`config.mk`:
```
export PLATFORM = sky130hd
export DESIGN_NAME = envmap_decoder
export DESIGN_NICKNAME = d
export VERILOG_FILES = /design/src/rtl/envmap_pkg.sv /design/src/rtl/envmap_envreg.sv /design/src/rtl/envmap_window.sv /design/src/rtl/envmap_route.sv /design/src/rtl/envmap_decoder.sv
export SDC_FILE = /design/constraint.sdc
export NUM_CORES = 1
export LEC_CHECK = 0
export ABC_AREA = 1
export BUFFER_PORTS_ARGS = -buffer_cell sky130_fd_sc_hd__buf_2
export CORE_MARGIN = 1.5
export CORE_UTILIZATION = 40
export DETAILED_ROUTE_END_ITERATION = 10
export PLACE_DENSITY_LB_ADDON = 0.08
export SLEW_MARGIN = 15
export SYNTH_ARGS = -nofsm -noshare
export SYNTH_HDL_FRONTEND = slang
export SYNTH_HIERARCHICAL = 1
export SYNTH_SLANG_ARGS = --single-unit
```
`constraint.sdc`:
```
create_clock -name clk -period 1.4 [get_ports clk]
set_input_delay 0.07 -clock clk [delete_from_list [all_inputs] [get_ports clk]]
set_output_delay 0.07 -clock clk [all_outputs]
set_load 0.1 [all_outputs]
```
`src/rtl/envmap_pkg.sv`:
```
package envmap_pkg;
    localparam int ENV_W  = 8;
    localparam int PAGE_W = 8;

    // environment bit positions
    localparam int B_SLOW = 7;
    localparam int B_IOEN = 6;
    localparam int B_VIDEN = 5;
    localparam int B_NMIEN = 4;
    localparam int B_WPROT = 3;
    localparam int B_STKSEL = 2;
    localparam int B_ROMPRI = 1;
    localparam int B_ROMEN = 0;

    typedef enum logic [2:0] {
        WIN_LOW,
        WIN_STACK,
        WIN_IOPG,
        WIN_SLOT,
        WIN_FIXED,
        WIN_EXP,
        WIN_HIGH,
        WIN_TOP
    } win_e;

    typedef struct packed {
        logic ram;
        logic rom;
        logic io;
        logic per;
    } sel_t;
endpackage

```
`src/rtl/envmap_envreg.sv`:
```
module envmap_envreg #(
    parameter int W = 8,
    parameter logic [W-1:0] RESET_VAL = 1
) (
    input  logic         clk,
    input  logic         rst_n,
    input  logic         load,
    input  logic [W-1:0] din,
    output logic [W-1:0] q
);
    always_ff @(posedge clk) begin
        if (!rst_n) begin
            q <= RESET_VAL;
        end else if (load) begin
            q <= din;
        end
    end
endmodule

```
`src/rtl/envmap_window.sv`:
```
module envmap_window
    import envmap_pkg::*;
#(
    parameter int ADDR_W = 16
) (
    input  logic [ADDR_W-1:0] addr,
    output win_e              win
);
    logic [PAGE_W-1:0] page;
    assign page = addr[ADDR_W-1 -: PAGE_W];

    always_comb begin
        if (page == 8'h01) begin
            win = WIN_STACK;
        end else if (page < 8'hC0) begin
            win = WIN_LOW;
        end else if (page == 8'hC0) begin
            win = WIN_IOPG;
        end else if (page <= 8'hC4) begin
            win = WIN_SLOT;
        end else if (page <= 8'hC7) begin
            win = WIN_FIXED;
        end else if (page <= 8'hCF) begin
            win = WIN_EXP;
        end else if (page <= 8'hEF) begin
            win = WIN_HIGH;
        end else begin
            win = WIN_TOP;
        end
    end
endmodule

```
`src/rtl/envmap_route.sv`:
```
module envmap_route
    import envmap_pkg::*;
#(
    parameter int ADDR_W = 16,
    parameter int RAM_AW = ADDR_W + 1,
    parameter int BANK_LIMIT = 32
) (
    input  win_e              win,
    input  logic [ENV_W-1:0]  env,
    input  logic              bus_req,
    input  logic              bus_wr,
    input  logic [ADDR_W-1:0] addr,
    input  logic [7:0]        bank,
    output sel_t              sel,
    output logic [RAM_AW-1:0] ram_addr,
    output logic              ram_we
);
    localparam int BANK_BITS = $clog2(BANK_LIMIT);
    localparam int PAD_W     = RAM_AW - 1 - BANK_BITS - PAGE_W;

    logic protect;
    logic redirect;
    sel_t raw;

    always_comb begin
        raw      = '0;
        protect  = 1'b0;
        redirect = 1'b0;
        unique case (win)
            WIN_LOW: begin
                raw.ram = 1'b1;
            end
            WIN_STACK: begin
                raw.ram  = 1'b1;
                redirect = !env[B_STKSEL] && (bank < 8'(BANK_LIMIT));
            end
            WIN_IOPG: begin
                if (env[B_IOEN]) begin
                    raw.io = 1'b1;
                end else begin
                    raw.ram = 1'b1;
                    protect = env[B_WPROT];
                end
            end
            WIN_SLOT, WIN_EXP: begin
                if (env[B_IOEN]) begin
                    raw.per = 1'b1;
                end else begin
                    raw.ram = 1'b1;
                    protect = env[B_WPROT];
                end
            end
            WIN_FIXED, WIN_HIGH: begin
                raw.ram = 1'b1;
                protect = env[B_WPROT];
            end
            WIN_TOP: begin
                if (!bus_wr && env[B_ROMEN]) begin
                    raw.rom = 1'b1;
                end else begin
                    raw.ram = 1'b1;
                    protect = env[B_WPROT];
                end
            end
        endcase
    end

    assign sel    = bus_req ? raw : '0;
    assign ram_we = bus_req && bus_wr && raw.ram && !protect;

    always_comb begin
        if (redirect) begin
            ram_addr = {1'b1, {PAD_W{1'b0}}, bank[BANK_BITS-1:0], addr[PAGE_W-1:0]};
        end else begin
            ram_addr = {{(RAM_AW-ADDR_W){1'b0}}, addr};
        end
    end
endmodule

```
`src/rtl/envmap_decoder.sv`:
```
module envmap_decoder
    import envmap_pkg::*;
#(
    parameter int ADDR_W = 16,
    parameter int RAM_AW = ADDR_W + 1,
    parameter int BANK_LIMIT = 32,
    parameter logic [7:0] ENV_RESET = 8'h01
) (
    input  logic              clk,
    input  logic              rst_n,
    input  logic              env_load,
    input  logic [7:0]        env_din,
    input  logic [7:0]        stack_bank,
    input  logic              bus_req,
    input  logic              bus_wr,
    input  logic [ADDR_W-1:0] bus_addr,
    output logic              cs_ram,
    output logic              cs_rom,
    output logic              cs_io,
    output logic              cs_per,
    output logic [RAM_AW-1:0] ram_addr,
    output logic              ram_we,
    output logic              cpu_slow
);
    logic [ENV_W-1:0] env_q;
    win_e             win;
    sel_t             sel;

    envmap_envreg #(.W(ENV_W), .RESET_VAL(ENV_RESET)) u_env (
        .clk  (clk),
        .rst_n(rst_n),
        .load (env_load),
        .din  (env_din),
        .q    (env_q)
    );

    envmap_window #(.ADDR_W(ADDR_W)) u_win (
        .addr(bus_addr),
        .win (win)
    );

    envmap_route #(.ADDR_W(ADDR_W), .RAM_AW(RAM_AW), .BANK_LIMIT(BANK_LIMIT)) u_route (
        .win     (win),
        .env     (env_q),
        .bus_req (bus_req),
        .bus_wr  (bus_wr),
        .addr    (bus_addr),
        .bank    (stack_bank),
        .sel     (sel),
        .ram_addr(ram_addr),
        .ram_we  (ram_we)
    );

    assign cs_ram   = sel.ram;
    assign cs_rom   = sel.rom;
    assign cs_io    = sel.io;
    assign cs_per   = sel.per;
    assign cpu_slow = env_q[B_SLOW];
endmodule

```
**Word level (Yosys, flattened, before mapping)**

Cells that the tools add are included.

- Bits in registers: 8
- Input bits: 37
- Output and inout port bits: 23
- Logic and storage cells: 50

- $lt $le $gt $ge: 6
- Equal/unequal tests: 9
- Muxes and demuxes: 21
- Reduce and logical (&&, ||, !) cells: 13

Operators with widths:

| kind | number |
|---|---|
| $le 8x8->1 const B | 4 |
| $mux 3 | 6 |
| $mux 17 | 1 |
| $eq 3x3->1 const B | 4 |
| $mux 1 | 11 |
| $eq 8x1->1 const B | 1 |
| $eq 8x8->1 const B | 1 |
| $lt 8x6->1 const B | 1 |
| $lt 8x8->1 const B | 1 |
| $eq 3x2->1 const B | 2 |
| $pmux 1 s3 | 2 |
| $logic_and 1x1->1 | 5 |
| $mux 4 | 1 |
| $reduce_or 2->1 | 2 |
| $reduce_or 4->1 | 1 |
| $eq 3x1->1 const B | 1 |
| $logic_not 1->1 | 3 |
| $logic_not 3->1 | 1 |
| $reduce_or 3->1 | 1 |

**Depth between registers and ports, before layout**

- Depth in word-level cells: 13
- Mapped depth: 14
- Depth with buffers taken out: 14

**By module**

Netlist, hierarchy kept.

By module, submodules not included:

| module | times used | cells an instance | area an instance (um^2) | sequential area each (um^2) |
|---|---|---|---|---|
| envmap_route | 1 | 70 | 355.3 | 0.0 |
| envmap_envreg | 1 | 50 | 340.3 | 160.2 |
| envmap_window | 1 | 28 | 116.4 | 0.0 |

**Least setup slack after synthesis**

No wires, ideal clock.

- Path kind: input port to output port
- From: input port bus_addr[14]
- To: output port cs_io
- Arrival: 2776 ps
- Setup slack: -1446 ps
- Stages on the path: 10
- Path buffers: 0
- Cells stage by stage: nand2_1 nor2_1 nand2_1 nand2_2 nand2_1 nand2_1 nand2_1 inv_2 nand3_1 nor3_1

- Elaborated cells between the ends (all ways): 17
- Classes of those cells: 5 x order compare; 3 x eq/ne; 9 x mux

RTL lines:

| item | RTL line | text |
|---|---|---|
| start, declared | envmap_decoder.sv:16 | `input logic [ADDR_W-1:0] bus_addr,` |
| $le 8x8->1 | envmap_window.sv:21 | `end else if (page <= 8'hC7) begin` |
| $mux 3 | envmap_window.sv:21 |  |
| $mux 3 | envmap_window.sv:19 | `end else if (page <= 8'hC4) begin` |
| $mux 3 | envmap_window.sv:17 | `end else if (page == 8'hC0) begin` |
| $mux 3 | envmap_window.sv:15 | `end else if (page < 8'hC0) begin` |
| $mux 3 (*) | envmap_window.sv:13 | `if (page == 8'h01) begin` |
| named net win[2] | envmap_decoder.sv:26 | `win_e win;` |
| $eq 3x2->1 (*) | envmap_route.sv:29 | `unique case (win)` |
| $mux 1 (*) | envmap_route.sv:29 |  |
| $mux 4 (*) | envmap_route.sv:68 | `assign sel = bus_req ? raw : '0;` |
| end, declared | envmap_decoder.sv:19 | `output logic cs_io,` |

The timed path passes the listed nets; every way through them passes the cells marked *.

**Worst setup path after layout**

- From: input port bus_addr[10]
- To: output port ram_addr[9]

- Elaborated cells between the ends (all ways): 17
- Classes of those cells: 5 x order compare; 3 x eq/ne; 9 x mux

RTL lines:

| item | RTL line | text |
|---|---|---|
| $le 8x8->1 | envmap_window.sv:21 |  |
| $mux 3 | envmap_window.sv:21 |  |
| $mux 3 | envmap_window.sv:19 |  |
| $mux 3 | envmap_window.sv:17 |  |
| $mux 3 | envmap_window.sv:15 |  |
| $mux 3 (*) | envmap_window.sv:13 |  |
| named net win[2] | envmap_decoder.sv:26 |  |
| $eq 3x1->1 (*) | envmap_route.sv:29 |  |
| $mux 1 (*) | envmap_route.sv:29 |  |
| $mux 17 (*) | envmap_route.sv:72 | `if (redirect) begin` |
| end, declared | envmap_decoder.sv:21 | `output logic [RAM_AW-1:0] ram_addr,` |

Marked as above.

==> impl_metrics.yaml <==
detailed_routing:
  via_count: 953
  drtAntennaViolNets: 0
  drtIter0Drc: 26
  drt_first_pass_iters: 7
  wl_per_cell_um: 13.6
  drt_wl_total_mm: 2.63
  viasPerCell: 4.94
  drc: 5
finish:
  reg_top3: "u_env/q x5"
  largest_register_ff_count: 5
  largest_register: "u_env/q"
  drive_above_1_share: 0.621
  layout_common_cells: "nand2_1, buf_2, buf_4, inv_1, buf_12"
  postLayoutCoreUtil: 0.946
  final_area_um2: 1480
  nets: 215
  layout_commonest_cell: "nand2_1"
  antenna-diode-count: 0
  area_growth_pct: 112
global_route:
  grt_pass1_vias: 822
  grt_max_degree: 11
  grt_pass1_wl_mm: 3.31
  grtUsageTotal: 0.220
  grt-ovfl-total: 0
  antenna_found_initial: 0
power_and_ir_drop:
  irDropWorstVdd_mv: 0.699
  finalPower_mw: 0.883
  power_density_nw_per_um2: 598
  p_leak_nw: 0.773
die:
  initial_core_util: 0.446
  die_w_um: 44.7
  rows: 14
  core-area_um2: 1560
  die_h_um: 44.7
  die-area_um2: 2000
  num_io_pins: 60
sta:
  setup-violations-final: 13
  fmax_ghz: 0.643
  tightest_slew_ps: 484
  rsz0062_at_grt: "true"
  skew_ps: 0
  slew_violations: 0
  fin_crit_sh: 1.11
  fin_crit_ps: 1550
  setup_slack_ps: -154
  fin_setup_tns_ps: -1520
  hold_viol_final: 0
  max_slew_margin: 0.679
clock_tree:
  cts_root_buf: "clkbuf_4"
  htree_levels: 1
  clock_sinks: 5
  clkLatencyLatePin_ps: 240
  cts_buffer_depth: 2
  clk_pin_slew_ps: 40
  cts_tree: "done"
  cts_buffers: 3
critical_path:
  path_class: "input pin to output port"
  r2r_cells: 2
  endpoint_kind: "output port"
  crit_required_ps: 1330
  startpoint_type: "input pin"
  cp.arrival_ps: 1480
  crit_path_max_fanout: 8
synth:
  synth_area_um2: 696
  syn_nets: 167
  syn_avg_cell_area_um2: 5.35
  syn_inst: 130
  synth_warnings: 6
placement:
  dp_hpwl_mm: 1.61
  portBuffers: 40
  gp_congestion: 0.759
  place_ws_ps: -162
  placed_area_um2: 1240
outcome:
  violations: "DRC, setup timing"
  status: "finished with violations"
job:
  max_cap_violations: 0
min_path:
  worstHoldPathType: "input pin to flip-flop"
  hold_path_depth: 3
-- layout make-up --
class | instances | area, µm²
sequential | 5 | 100
tap | 16 | 20.0
multi-input combinational | 88 | 624
clock buffer | 4 | 26.3
timing repair buffer | 55 | 589
inverter | 25 | 115
fill | 45 | 83.8
-- power by group --
part           internal [mW]  switching (mW)
Clock                  0.108          0.0707
Combinational          0.210           0.332
Sequential             0.153         0.00835
Total                  0.472           0.411
-- layer usage --
layer / GRT usage / routed length [µm] / part of all wire / vias up
met5: 0 / 0 / 0 / -
met4: 0.0909 / 51 / 0.019 / 0
met3: 0.0280 / 161 / 0.061 / 6
met2: 0.423 / 1480 / 0.56 / 51
met1: 0.238 / 944 / 0.36 / 433
li1: - / - / - / 463
-- path summary, 6_finish.rpt --
check	from	slack, ps	end
min	env_din[0]	40	u_env/q[0]$_SDFFE_PN1P_
max	bus_addr[10]	-150	ram_addr[9]
min reg2reg	u_env/q[7]$_SDFFE_PN0P_	480	u_env/q[7]$_SDFFE_PN0P_
max reg2reg	u_env/q[2]$_SDFFE_PN0P_	770	u_env/q[2]$_SDFFE_PN0P_
-- critical path, cell delays in order --
cell	delay, ps
buf_8	110
nor2_4	140
nor2_4	40
nand2_2	70
nand2_2	50
nand2_1	60
nand2_1	60
nand2_2	90
inv_4	50
nor3_4	220
nand2_8	110
clkinv_8	100
nand2_2	70
nand2_4	70
buf_12	170
-- through the flow --
stage | std cells | hold slack [ps]
after global routing | 193 | 48.6
after global placement | 186 | 141
after detailed placement | 186 | 141
after CTS | 192 | 42.5
after floorplan | 130 | 196
final | 193 | 39.5
-- what timing repair did --
item | in CTS | in global routing
setup buffers | 2 | 1
pin swaps | 14 | 11
endpoints found under the setup margin | 14 | 14
hold buffers | 0 | 0
gates resized for setup | 16 | 30
cloned | 0 | 0
Note: power is estimated with default switching activity, not from simulation.
